--- config.mk ---
export PLATFORM = sky130hd
export DESIGN_NAME = sync_phase_aligner
export DESIGN_NICKNAME = d
export VERILOG_FILES = /design/src/rtl/sync_phase_pkg.sv /design/src/rtl/sync_input_sync.sv /design/src/rtl/sync_delay_line.sv /design/src/rtl/sync_edge_detect.sv /design/src/rtl/phase_counter.sv /design/src/rtl/sync_phase_aligner.sv
export SDC_FILE = /design/constraint.sdc
export NUM_CORES = 1
export LEC_CHECK = 0
export BUFFER_PORTS_ARGS = -buffer_cell sky130_fd_sc_hd__buf_2
export CAP_MARGIN = 10
export CORE_UTILIZATION = 35
export CTS_CLUSTER_SIZE = 10
export DETAILED_ROUTE_END_ITERATION = 8
export PLACE_DENSITY_LB_ADDON = 0.2
export SYNTH_ARGS = -nofsm -noshare
export SYNTH_HDL_FRONTEND = slang
export SYNTH_HIERARCHICAL = 1
export SYNTH_SLANG_ARGS = --single-unit
--- constraint.sdc ---
create_clock -name clk -period 1.6 [get_ports clk]
set_clock_uncertainty 0.05 [all_clocks]
set_input_delay 0.32 -clock clk [delete_from_list [all_inputs] [get_ports clk]]
set_output_delay 0.32 -clock clk [all_outputs]
set_load 0.02 [all_outputs]
--- src/rtl/sync_phase_pkg.sv ---
package sync_phase_pkg;
  localparam int DEF_DLY_W   = 3;
  localparam int DEF_MOD_N   = 12;
  localparam int DEF_NUM_DIV = 2;
  localparam int DEF_PRESET  = 0;
endpackage

--- src/rtl/sync_input_sync.sv ---
module sync_input_sync (
  input  logic clk,
  input  logic rst_n,
  input  logic async_i,
  output logic sync_o
);
  logic stage1_q, stage2_q;
  logic stage1_d, stage2_d;

  always_comb begin
    stage1_d = async_i;
    stage2_d = stage1_q;
  end

  always_ff @(posedge clk or negedge rst_n) begin
    if (!rst_n) begin
      stage1_q <= 1'b0;
      stage2_q <= 1'b0;
    end else begin
      stage1_q <= stage1_d;
      stage2_q <= stage2_d;
    end
  end

  assign sync_o = stage2_q;
endmodule

--- src/rtl/sync_delay_line.sv ---
module sync_delay_line #(
  parameter int DLY_W = 3
) (
  input  logic             clk,
  input  logic             rst_n,
  input  logic             din_i,
  input  logic [DLY_W-1:0] sel_i,
  output logic             tap_o
);
  localparam int MAX_D = (1 << DLY_W) - 1;

  logic taps [0:MAX_D];

  assign taps[0] = din_i;

  for (genvar k = 1; k <= MAX_D; k++) begin : g_stage
    logic stage_q;
    always_ff @(posedge clk or negedge rst_n) begin
      if (!rst_n) stage_q <= 1'b0;
      else        stage_q <= taps[k-1];
    end
    assign taps[k] = stage_q;
  end

  assign tap_o = taps[sel_i];
endmodule

--- src/rtl/sync_edge_detect.sv ---
module sync_edge_detect (
  input  logic clk,
  input  logic rst_n,
  input  logic level_i,
  output logic pulse_o
);
  logic prev_q, pulse_q;
  logic prev_d, pulse_d;

  always_comb begin
    prev_d  = level_i;
    pulse_d = level_i & ~prev_q;
  end

  always_ff @(posedge clk or negedge rst_n) begin
    if (!rst_n) begin
      prev_q  <= 1'b0;
      pulse_q <= 1'b0;
    end else begin
      prev_q  <= prev_d;
      pulse_q <= pulse_d;
    end
  end

  assign pulse_o = pulse_q;
endmodule

--- src/rtl/phase_counter.sv ---
module phase_counter #(
  parameter int MOD_N  = 12,
  parameter int PRESET = 0,
  localparam int CNT_W = $clog2(MOD_N)
) (
  input  logic             clk,
  input  logic             rst_n,
  input  logic             load_i,
  output logic [CNT_W-1:0] cnt_o
);
  localparam logic [CNT_W-1:0] LAST = CNT_W'(MOD_N - 1);
  localparam logic [CNT_W-1:0] PVAL = CNT_W'(PRESET);

  logic [CNT_W-1:0] cnt_q, cnt_d;

  always_comb begin
    if (load_i)             cnt_d = PVAL;
    else if (cnt_q == LAST) cnt_d = '0;
    else                    cnt_d = cnt_q + 1'b1;
  end

  always_ff @(posedge clk or negedge rst_n) begin
    if (!rst_n) cnt_q <= '0;
    else        cnt_q <= cnt_d;
  end

  assign cnt_o = cnt_q;
endmodule

--- src/rtl/sync_phase_aligner.sv ---
module sync_phase_aligner
  import sync_phase_pkg::*;
#(
  parameter int DLY_W   = DEF_DLY_W,
  parameter int MOD_N   = DEF_MOD_N,
  parameter int NUM_DIV = DEF_NUM_DIV,
  parameter int PRESET  = DEF_PRESET,
  localparam int CNT_W  = $clog2(MOD_N)
) (
  input  logic               clk,
  input  logic               rst_n,
  input  logic               sync_raw_i,
  input  logic [DLY_W-1:0]   dly_sel_i,
  input  logic               preset_en_i,
  output logic               sync_pulse_o,
  output logic [CNT_W-1:0]   phase_cnt_o,
  output logic [NUM_DIV-1:0] div_clk_o
);
  logic sync_lvl;
  logic dly_tap;
  logic pulse;
  logic load;
  logic [CNT_W-1:0] cnt;

  sync_input_sync u_sync (
    .clk     (clk),
    .rst_n   (rst_n),
    .async_i (sync_raw_i),
    .sync_o  (sync_lvl)
  );

  sync_delay_line #(.DLY_W(DLY_W)) u_dly (
    .clk   (clk),
    .rst_n (rst_n),
    .din_i (sync_lvl),
    .sel_i (dly_sel_i),
    .tap_o (dly_tap)
  );

  sync_edge_detect u_edge (
    .clk     (clk),
    .rst_n   (rst_n),
    .level_i (dly_tap),
    .pulse_o (pulse)
  );

  assign load = pulse & preset_en_i;

  phase_counter #(.MOD_N(MOD_N), .PRESET(PRESET)) u_cnt (
    .clk    (clk),
    .rst_n  (rst_n),
    .load_i (load),
    .cnt_o  (cnt)
  );

  for (genvar i = 0; i < NUM_DIV; i++) begin : g_div
    assign div_clk_o[i] = cnt[CNT_W-NUM_DIV+i];
  end

  assign sync_pulse_o = pulse;
  assign phase_cnt_o  = cnt;
endmodule

## After elaboration in Yosys (flattened, before gate mapping)

Index checks and enable logic that the tools add are counted.

| storage, ports and cells | value |
|---|---|
| register bits | 15 |
| input bits | 7 |
| output and inout port bits | 7 |
| word-level logic and storage cells | 24 |

| cells by class | value |
|---|---|
| $add $sub $neg | 1 |
| $lt $le $gt $ge | 1 |
| equal/unequal tests | 1 |
| multiplexer cells | 5 |
| bitwise operators | 4 |

Operators by type and width:

| kind | count |
|---|---|
| $mux 4 | 2 |
| $add 4x1->4 const B | 1 |
| $eq 4x4->1 const B | 1 |
| $ge 4x4->1 const B | 1 |
| $not 3->4 | 1 |
| $bmux 1 s3 | 1 |
| $and 1x1->1 | 2 |
| $mux 1 | 2 |
| $not 1->1 | 1 |

## Depth between registers and ports, before layout

Gate-level depths: netlist of the first run.

| depth | value |
|---|---|
| depth in word-level cells | 5 |
| gate-level depth with buffers | 3 |
| gate-level depth less buffers | 3 |

## Modules after synthesis

The synthesis of the first run kept the hierarchy.

By module, submodules not included:

| module | instances | cells each | area each (sq um) | sequential area each (sq um) |
|---|---|---|---|---|
| sync_delay_line | 1 | 10 | 239.0 | 175.2 |
| phase_counter | 1 | 16 | 177.7 | 100.1 |
| sync_edge_detect | 1 | 3 | 63.8 | 50.0 |
| sync_input_sync | 1 | 2 | 50.0 | 50.0 |
| sync_phase_aligner | 1 | 3 | 21.3 | 0.0 |

## Least setup slack after synthesis of the first run

Ideal clock, no wire load.

| timing | value |
|---|---|
| path kind | input-to-reg |
| start | input port dly_sel_i[0] |
| end | register u_edge.pulse_q (netlist: u_edge/pulse_o) |
| setup time | 117 ps |
| data arrival time | 1218 ps |
| required time | 1433 ps |
| slack | 215 ps |
| cell stages on the path | 3 |
| cells stage by stage | mux4_1 > mux2_2 > nor2b_4 |

| between the ends | value |
|---|---|
| word-level cells in the longest chain between the ends | 5 |

RTL lines:

| item | RTL line | RTL |
|---|---|---|
| from (decl) | sync_phase_aligner.sv:13 | `input logic [DLY_W-1:0] dly_sel_i,` |
| $not 3->4 (not written as such) | sync_delay_line.sv:25 | `assign tap_o = taps[sel_i];` |
| $bmux 1 s3 | sync_delay_line.sv:25 |  |
| $mux 1 (not written as such) (2 in a row) | sync_delay_line.sv:25 |  |
| via dly_tap | sync_phase_aligner.sv:20 | `logic dly_tap;` |
| $and 1x1->1 | sync_edge_detect.sv:12 | `pulse_d = level_i & ~prev_q;` |
| via u_edge.pulse_d | sync_edge_detect.sv:8 | `logic prev_d, pulse_d;` |
| to (signal assigned) | sync_edge_detect.sv:21 | `pulse_q <= pulse_d;` |
| to (decl) | sync_edge_detect.sv:7 | `logic prev_q, pulse_q;` |

The timed path passes the listed nets, and every way through them passes these cells. The select of a mux whose other input is x is not followed.

## Worst setup path in the final report of the first run

| timing | value |
|---|---|
| start | register u_dly.g_stage[2].stage_q |
| end | register u_edge.pulse_q (netlist: u_edge/pulse_o) |

| between the ends | value |
|---|---|
| word-level cells in the longest chain between the ends | 4 |

RTL lines:

| item | RTL line | RTL |
|---|---|---|
| from (decl) | sync_delay_line.sv:17 | `logic stage_q;` |
| from (signal assigned) | sync_delay_line.sv:20 | `else stage_q <= taps[k-1];` |
| $bmux 1 s3 | sync_delay_line.sv:25 |  |
| $mux 1 (not written as such) (2 in a row) | sync_delay_line.sv:25 |  |
| via dly_tap | sync_phase_aligner.sv:20 |  |
| $and 1x1->1 | sync_edge_detect.sv:12 |  |
| via u_edge.pulse_d | sync_edge_detect.sv:8 |  |

The timed path passes the listed nets, and every way through them passes these cells. The select of a mux whose other input is x is not followed.

==> results of run 1 <==
repair_timing:
item,CTS,global route
gates resized for setup,0,0
hold buffers,1,0
hold endpoints to repair,15,0
worst min-delay path by stage:
stage                     startpoint                                  to  slack, ps  cells past startpoint
after floorplan                rst_n            u_cnt/cnt_o[0]$_DFF_PN0_        -30                      0
after global placement         rst_n             u_edge/prev_q$_DFF_PN0_        170                      1
after detailed placement       rst_n  u_dly/g_stage[7].stage_q$_DFF_PN0_        180                      1
after CTS                 sync_raw_i           u_sync/stage1_q$_DFF_PN0_         90                      1
after global routing      sync_raw_i           u_sync/stage1_q$_DFF_PN0_         80                      1
final                     sync_raw_i           u_sync/stage1_q$_DFF_PN0_        100                      1
kinds of logic after synthesis:
| group | count (synthesis) | share of synthesized area (%) |
|---|---|---|
| AND/OR/NAND/NOR | 9 | 10.2 |
| multiplexers | 4 | 13.4 |
| AO/OA/AOI/OAI | 2 | 2.72 |
| buffers and inverters | 3 | 3.40 |
| adder cells (fa/ha/maj) | 1 | 2.27 |
| flip-flops | 15 | 68.0 |
power groups by stage:
| stage | clock [mW] | sequential [mW] | combinational, mW |
|---|---|---|---|
| 6_report | 0.206 | 0.519 | 0.345 |
| 5_1_grt | 0.231 | 0.531 | 0.378 |
| 4_1_cts | 0.216 | 0.519 | 0.348 |
| 3_5_place_dp | 0 | 0.526 | 0.343 |
| 3_3_place_gp | 0 | 0.517 | 0.329 |
| 2_1_floorplan | 0 | 0.582 | 0.192 |
Yosys cell counts:
cell type  count  area (um2)
a311oi_1       1        8.76
a31oi_1        1        6.26
and2_1         1        6.26
buf_4          2        15.0
dfrtp_1       15         375
ha_1           1        12.5
inv_2          1        3.75
mux2_2         1        11.3
mux2i_1        1        10.0
mux4_1         2        52.6
nand2_1        1        3.75
nand3_1        1        5.00
nand3b_1       1        7.51
nor2_1         2        7.51
nor2b_1        1        6.26
nor2b_4        1        13.8
or3_1          1        6.26
per-layer routing:
| metal | track usage, % | part of all wire [%] | up-vias |
|---|---|---|---|
| met5 | 0 | 0 | - |
| met4 | 5.81 | 1.6 | 0 |
| met3 | 5.65 | 5.9 | 5 |
| met2 | 19.7 | 50 | 10 |
| met1 | 13.3 | 43 | 165 |
| li1 | - | - | 152 |
stage by stage:
| step | utilization (%) | hold WS, ps | setup WS [ps] | area, um2 | instances |
|---|---|---|---|---|---|
| after floorplan | - | -25.6 | 215 | 552 | 34 |
| after global routing | 47.5 | 79.9 | 101 | 657 | 65 |
| after CTS | 47.5 | 89.7 | 155 | 657 | 65 |
| final | 47.5 | 99.9 | 167 | 657 | 65 |
| after global placement | 44.9 | 170 | 90.5 | 621 | 60 |
| after detailed placement | 44.9 | 182 | 55.7 | 621 | 60 |
state kept, by name, indices dropped and copies added, names as in the netlist:
signal and count:
u_cnt/cnt_o 4, u_dly/g_stage.stage_q 7, u_edge/prev_q 1, u_edge/pulse_o 1
u_sync/stage1_q 1, u_sync/sync_o 1
final cells by class:
| class | count | share of cell area [%] |
|---|---|---|
| Inverter | 1 | 0.571 |
| Sequential cell | 15 | 57.1 |
| Multi-Input combinational cell | 16 | 24.0 |
| Tap cell | 15 | 2.86 |
| Timing Repair Buffer | 14 | 11.4 |
| Clock buffer | 4 | 4.00 |
==> metrics.md, run 1 <==
| Metric | Value |
|---|---|
| CP max stage delay | `480 ps` |
| RR Endpoint | `u_edge/pulse_o$_DFF_PN0_` |
| GRT overflow | `0` |
| LEAKAGE | `0.317 nW` |
| Register Area | `375 um2` |
| CTS buffer count | `3` |
| TritonRoute pass-1 iters | `3` |
| Most common cell after layout, fill and taps aside | `dfrtp_1` |
| Crit path time final | `1430 ps` |
| Cell count after synthesis | `34` |
| Crit. End Element | `flip-flop` |
| Crit path buf inv count | `0` |
| Most frequent cells in the layout | `dfrtp_1 (15), buf_2 (13), clkbuf_4 (3)` |
| Root Buffer | `clkbuf_4` |
| Mean Syn Cell Area | `16.2 um2` |
| First-pass GRT wire length | `1.56 mm` |
| Cell Pwr Density | `1630 nW/um2` |
| Critical Path Sink | `u_edge/pulse_o$_DFF_PN0_` |
| Max-slew violation count | `0` |
| Worst-Margin Slew | `317 ps` |
| Status | `completed` |
| Slowest cell on crit path | `mux4_1` |
| Multi-input gate area | `158 um2` |
| P&R area growth vs syn | `19.0%` |
| Crit Path Max Fanout | `2` |
| Starting DRT DRC Count | `1` |
| Mapped Area | `552 um2` |
| Gr usage total | `12.1%` |
| Clk buf depth | `2` |
| Layout cell share with drive strength beyond 1 | `38.0%` |
| Setup TNS Final | `0 ps` |
| DPL Wire Length | `635 um` |
| DRT Wirelength | `880 um` |
| Yosys reg bits | `15` |
| Warnings from Yosys | `6` |
| Diode count | `0` |
| Die height | `41.7 um` |
| Relative slew slack | `78.9%` |
| Reg2Reg Setup Slack | `170 ps` |
| Critical path type | `flip-flop to flip-flop` |
| Initial Util | `39.9%` |
| Synth unique cells | `17` |
| Reg2reg path depth | `3` |
| Clk pwr share | `19.3%` |
| H-tree depth | `1` |
| Syn Nets | `42` |
| Buffers added on ports | `13` |
| Tot Pwr | `1.07 mW` |
| Fin. Hold Viols | `0` |
| Critical Path Start Type | `flip-flop` |
| Die area | `1740 um2` |
| Pint | `0.686 mW` |
| Crit path DAT | `1570 ps` |
| CTS clk-pin slew, worst paths | `90 ps` |
| Worst EP required | `1730 ps` |
| Nets | `59` |
| Largest net degree at the start of global routing | `16` |
| Clock Latency Late Sink | `280 ps` |
| Post-DRT Antenna Nets | `0` |
| Setup crit start | `u_dly/g_stage[2].stage_q$_DFF_PN0_` |
| Peak supply drop | `0.000726 V` |
| CP top delay family | `multiplexers` |
| Core area | `1380 um2` |
| TritonCTS clock tree | `built` |
| Post-synthesis sequential area ratio | `68.0%` |
| Period utilization | `89.6%` |
| Initial antenna violation count | `0` |
| Switching power | `0.384 mW` |
| Reg2reg start | `u_dly/g_stage[2].stage_q$_DFF_PN0_` |
| Final setup viols | `0` |
| DRC violations left | `0` |
| Routability congestion estimate | `0.711` |
| Drt wl/cell | `13.5 um` |
| Vias/cell | `5.11` |
| CTS Sinks | `15` |
| MaxCap Viol Count | `0` |
| # IOs | `14` |
| Rows | `13` |
| Comb power frac | `32.2%` |
| Postcts setup bufs | `0` |
| Seq pwr share | `48.5%` |
| Fmax achieved | `0.698 GHz` |
| Sw Ratio | `35.9%` |
| Filler Cells Inserted | `123` |
| Unrepaired setup endpoints after global routing | `false` |
| Hold Crit Class | `primary input to flip-flop` |
| Chip Width | `41.7 um` |
| WP depth | `3` |
| CP Cell Sequence | `mux4_1 -> mux2_2 -> nor2b_4` |
| Vias in the first global route | `347` |
| Vias | `332` |
(Power assumes the default switching activity.)
==> run 2: changes to the inputs <==
- SYNTH_HIERARCHICAL: 1 -> not set
- clock period: 1.6 -> 1.4 ns (I/O delays scaled with it)
==> metrics.md, run 2 <==
| Metric | Value |
|---|---|
| Period utilization | `88.8%` |
| Yosys top cell by area | `dfrtp_1` |
| Chip Width | `42.1 um` |
| Root Buffer | `clkbuf_4` |
| Die height | `42.1 um` |
| Warnings from Yosys | `0` |
| Diode count | `0` |
| TritonRoute pass-1 iters | `2` |
| Vias/cell | `5.26` |
| Vias | `358` |
| Worst-Margin Slew | `329 ps` |
| Nets | `61` |
| DRC violations left | `0` |
| CTS Sinks | `15` |
| Final Util | `43.9%` |
| Cell Pwr Density | `1870 nW/um2` |
| Peak supply drop | `0.000495 V` |
| Clock Latency Late Sink | `290 ps` |
| Most frequent cells in the layout | `dfrtp_1 (15), buf_2 (13), mux2i_1 (5)` |
| Max reg flops | `7` |
| Routability congestion estimate | `0.681` |
| Fin. Hold Viols | `0` |
| Cell with the most instances after synthesis | `dfrtp_1` |
| Crit Path Max Fanout | `5` |
| Drt wl/cell | `13.8 um` |
| Relative slew slack | `78.1%` |
| Fmax achieved | `0.805 GHz` |
| Asr flop ratio synth | `100%` |
| Post-DRT Antenna Nets | `0` |
| Mapped Area | `563 um2` |
| Unrepaired setup endpoints after global routing | `false` |
| Hold slack | `37.6 ps` |
| CTS buffer count | `3` |
| Buffers added on ports | `13` |
| CP max stage delay | `430 ps` |
| Number of flops mapped to enable cells by yosys | `0` |
| Hold_buf cts | `1` |
| Gr usage total | `13.5%` |
| Cell count after synthesis | `37` |
| Worst EP required | `1070 ps` |
| Crit path time final | `1240 ps` |
| P&R area growth vs syn | `17.6%` |
| Layout cell share with drive strength beyond 1 | `36.5%` |
| Hold Crit Class | `primary input to flip-flop` |
| Post-synthesis sequential area ratio | `66.7%` |
| H-tree depth | `1` |
| Most common cell after layout, fill and taps aside | `dfrtp_1` |
| Mean Syn Cell Area | `15.2 um2` |
| Syn Nets | `45` |
| # IOs | `14` |
| Largest net degree at the start of global routing | `16` |
| Initial antenna violation count | `0` |
| List of most frequent post-synthesis cells | `dfrtp_1 (15), mux2i_1 (5), a21boi_0 (2), buf_4 (2)` |
| Max-slew violation count | `0` |
| First-pass GRT wire length | `1.67 mm` |
| GRT overflow | `0` |
| CTS clk-pin slew, worst paths | `90 ps` |
| Crit path DAT | `910 ps` |
| Critical path type | `flip-flop to primary output` |
| DRT Wirelength | `939 um` |
| Die area | `1770 um2` |
| Top reg by flops | `u_dly.g_stage.stage_q` |
| Yosys reg bits | `15` |
| Tot Pwr | `1.24 mW` |
| Post-CTS Resized | `0` |
| Clk buf depth | `2` |
| Postcts setup bufs | `0` |
| Rows | `14` |
| CP top delay family | `flip-flops` |
| Crit path buf inv count | `1` |
| Status | `completed` |
| Setup TNS Final | `0 ps` |
| Critical Path Start Type | `flip-flop` |
| Synth unique cells | `17` |
| Starting DRT DRC Count | `1` |
| Final setup viols | `0` |
| MaxCap Viol Count | `0` |
| Vias in the first global route | `404` |
| Share of Yosys cell area claimed by the top area cell type | `66.7%` |
| CP Cell Sequence | `buf_2` |
| Largest cells by area after synthesis | `dfrtp_1 (67%), mux2i_1 (8.9%), mux4_2 (4.0%), a21boi_0 (2.7%), buf_4 (2.7%)` |
| LEAKAGE | `0.328 nW` |
| Slowest cell on crit path | `dfrtp_1` |
| Initial Util | `37.4%` |
| TritonCTS clock tree | `built` |
| Core area | `1510 um2` |
| Commonest register cell after synthesis | `dfrtp_1` |
| Crit. End Element | `primary output` |
## run 2: cells by family (layout without fill, tap and decap cells)
| kind of cell | count (synthesis) | after routing | share of synthesized area, % |
|---|---|---|---|
| AND/OR/NAND/NOR | 5 | 5 | 5.56 |
| adder cells (fa/ha/maj) | 1 | 1 | 2.22 |
| AO/OA/AOI/OAI | 6 | 6 | 7.33 |
| flip-flops | 15 | 15 | 66.7 |
| buffers and inverters | 4 | 19 | 5.33 |
| multiplexers | 6 | 6 | 12.9 |
## run 2: final timing paths
kind                                      startpoint                        end  slack [ps]  cells after the start
setup / recovery            u_edge.pulse_o$_DFF_PN0_               sync_pulse_o         160                      1
hold / removal                            sync_raw_i  u_sync.stage1_q$_DFF_PN0_          40                      1
setup reg to reg            u_cnt.cnt_o[0]$_DFF_PN0_   u_cnt.cnt_o[0]$_DFF_PN0_         240                      2
hold reg to reg            u_sync.stage1_q$_DFF_PN0_    u_sync.sync_o$_DFF_PN0_         320                      0
max in group asynchronous                      rst_n   u_cnt.cnt_o[3]$_DFF_PN0_         680                      2
min in group asynchronous                      rst_n    u_edge.prev_q$_DFF_PN0_         360                      2
## run 2: report_power, final
group / switching (mW) / internal, mW / total [mW]
sequential: 0.0811 / 0.511 / 0.593
clock: 0.141 / 0.109 / 0.250
combinational: 0.230 / 0.166 / 0.397
## run 2: layout make-up
| cell class | instances | area [um2] |
|---|---|---|
| Tap cell | 16 | 20.0 |
| Inverter | 1 | 3.75 |
| Clock buffer | 3 | 22.5 |
| Fill cell | 138 | 845 |
| Timing Repair Buffer | 14 | 75.1 |
| Sequential cell | 15 | 375 |
| Multi-Input combinational cell | 18 | 158 |
| Clock inverter | 1 | 7.51 |
## run 2: layer usage
metal,part of all wire [%],global-route usage (%),vias to the layer above
met4,4.3,15.0,0
li1,-,-,158
met3,4.5,4.31,5
met1,41,13.4,185
met5,0,0,-
met2,50,20.6,10
## run 2: per-stage QoR
stage | cells | worst slack (ps) | instance area, um2
floorplan | 37 | 236 | 563
global placement | 63 | 188 | 622
detailed placement | 63 | 148 | 622
CTS | 68 | 130 | 662
global route | 68 | 102 | 662
finish | 68 | 157 | 662
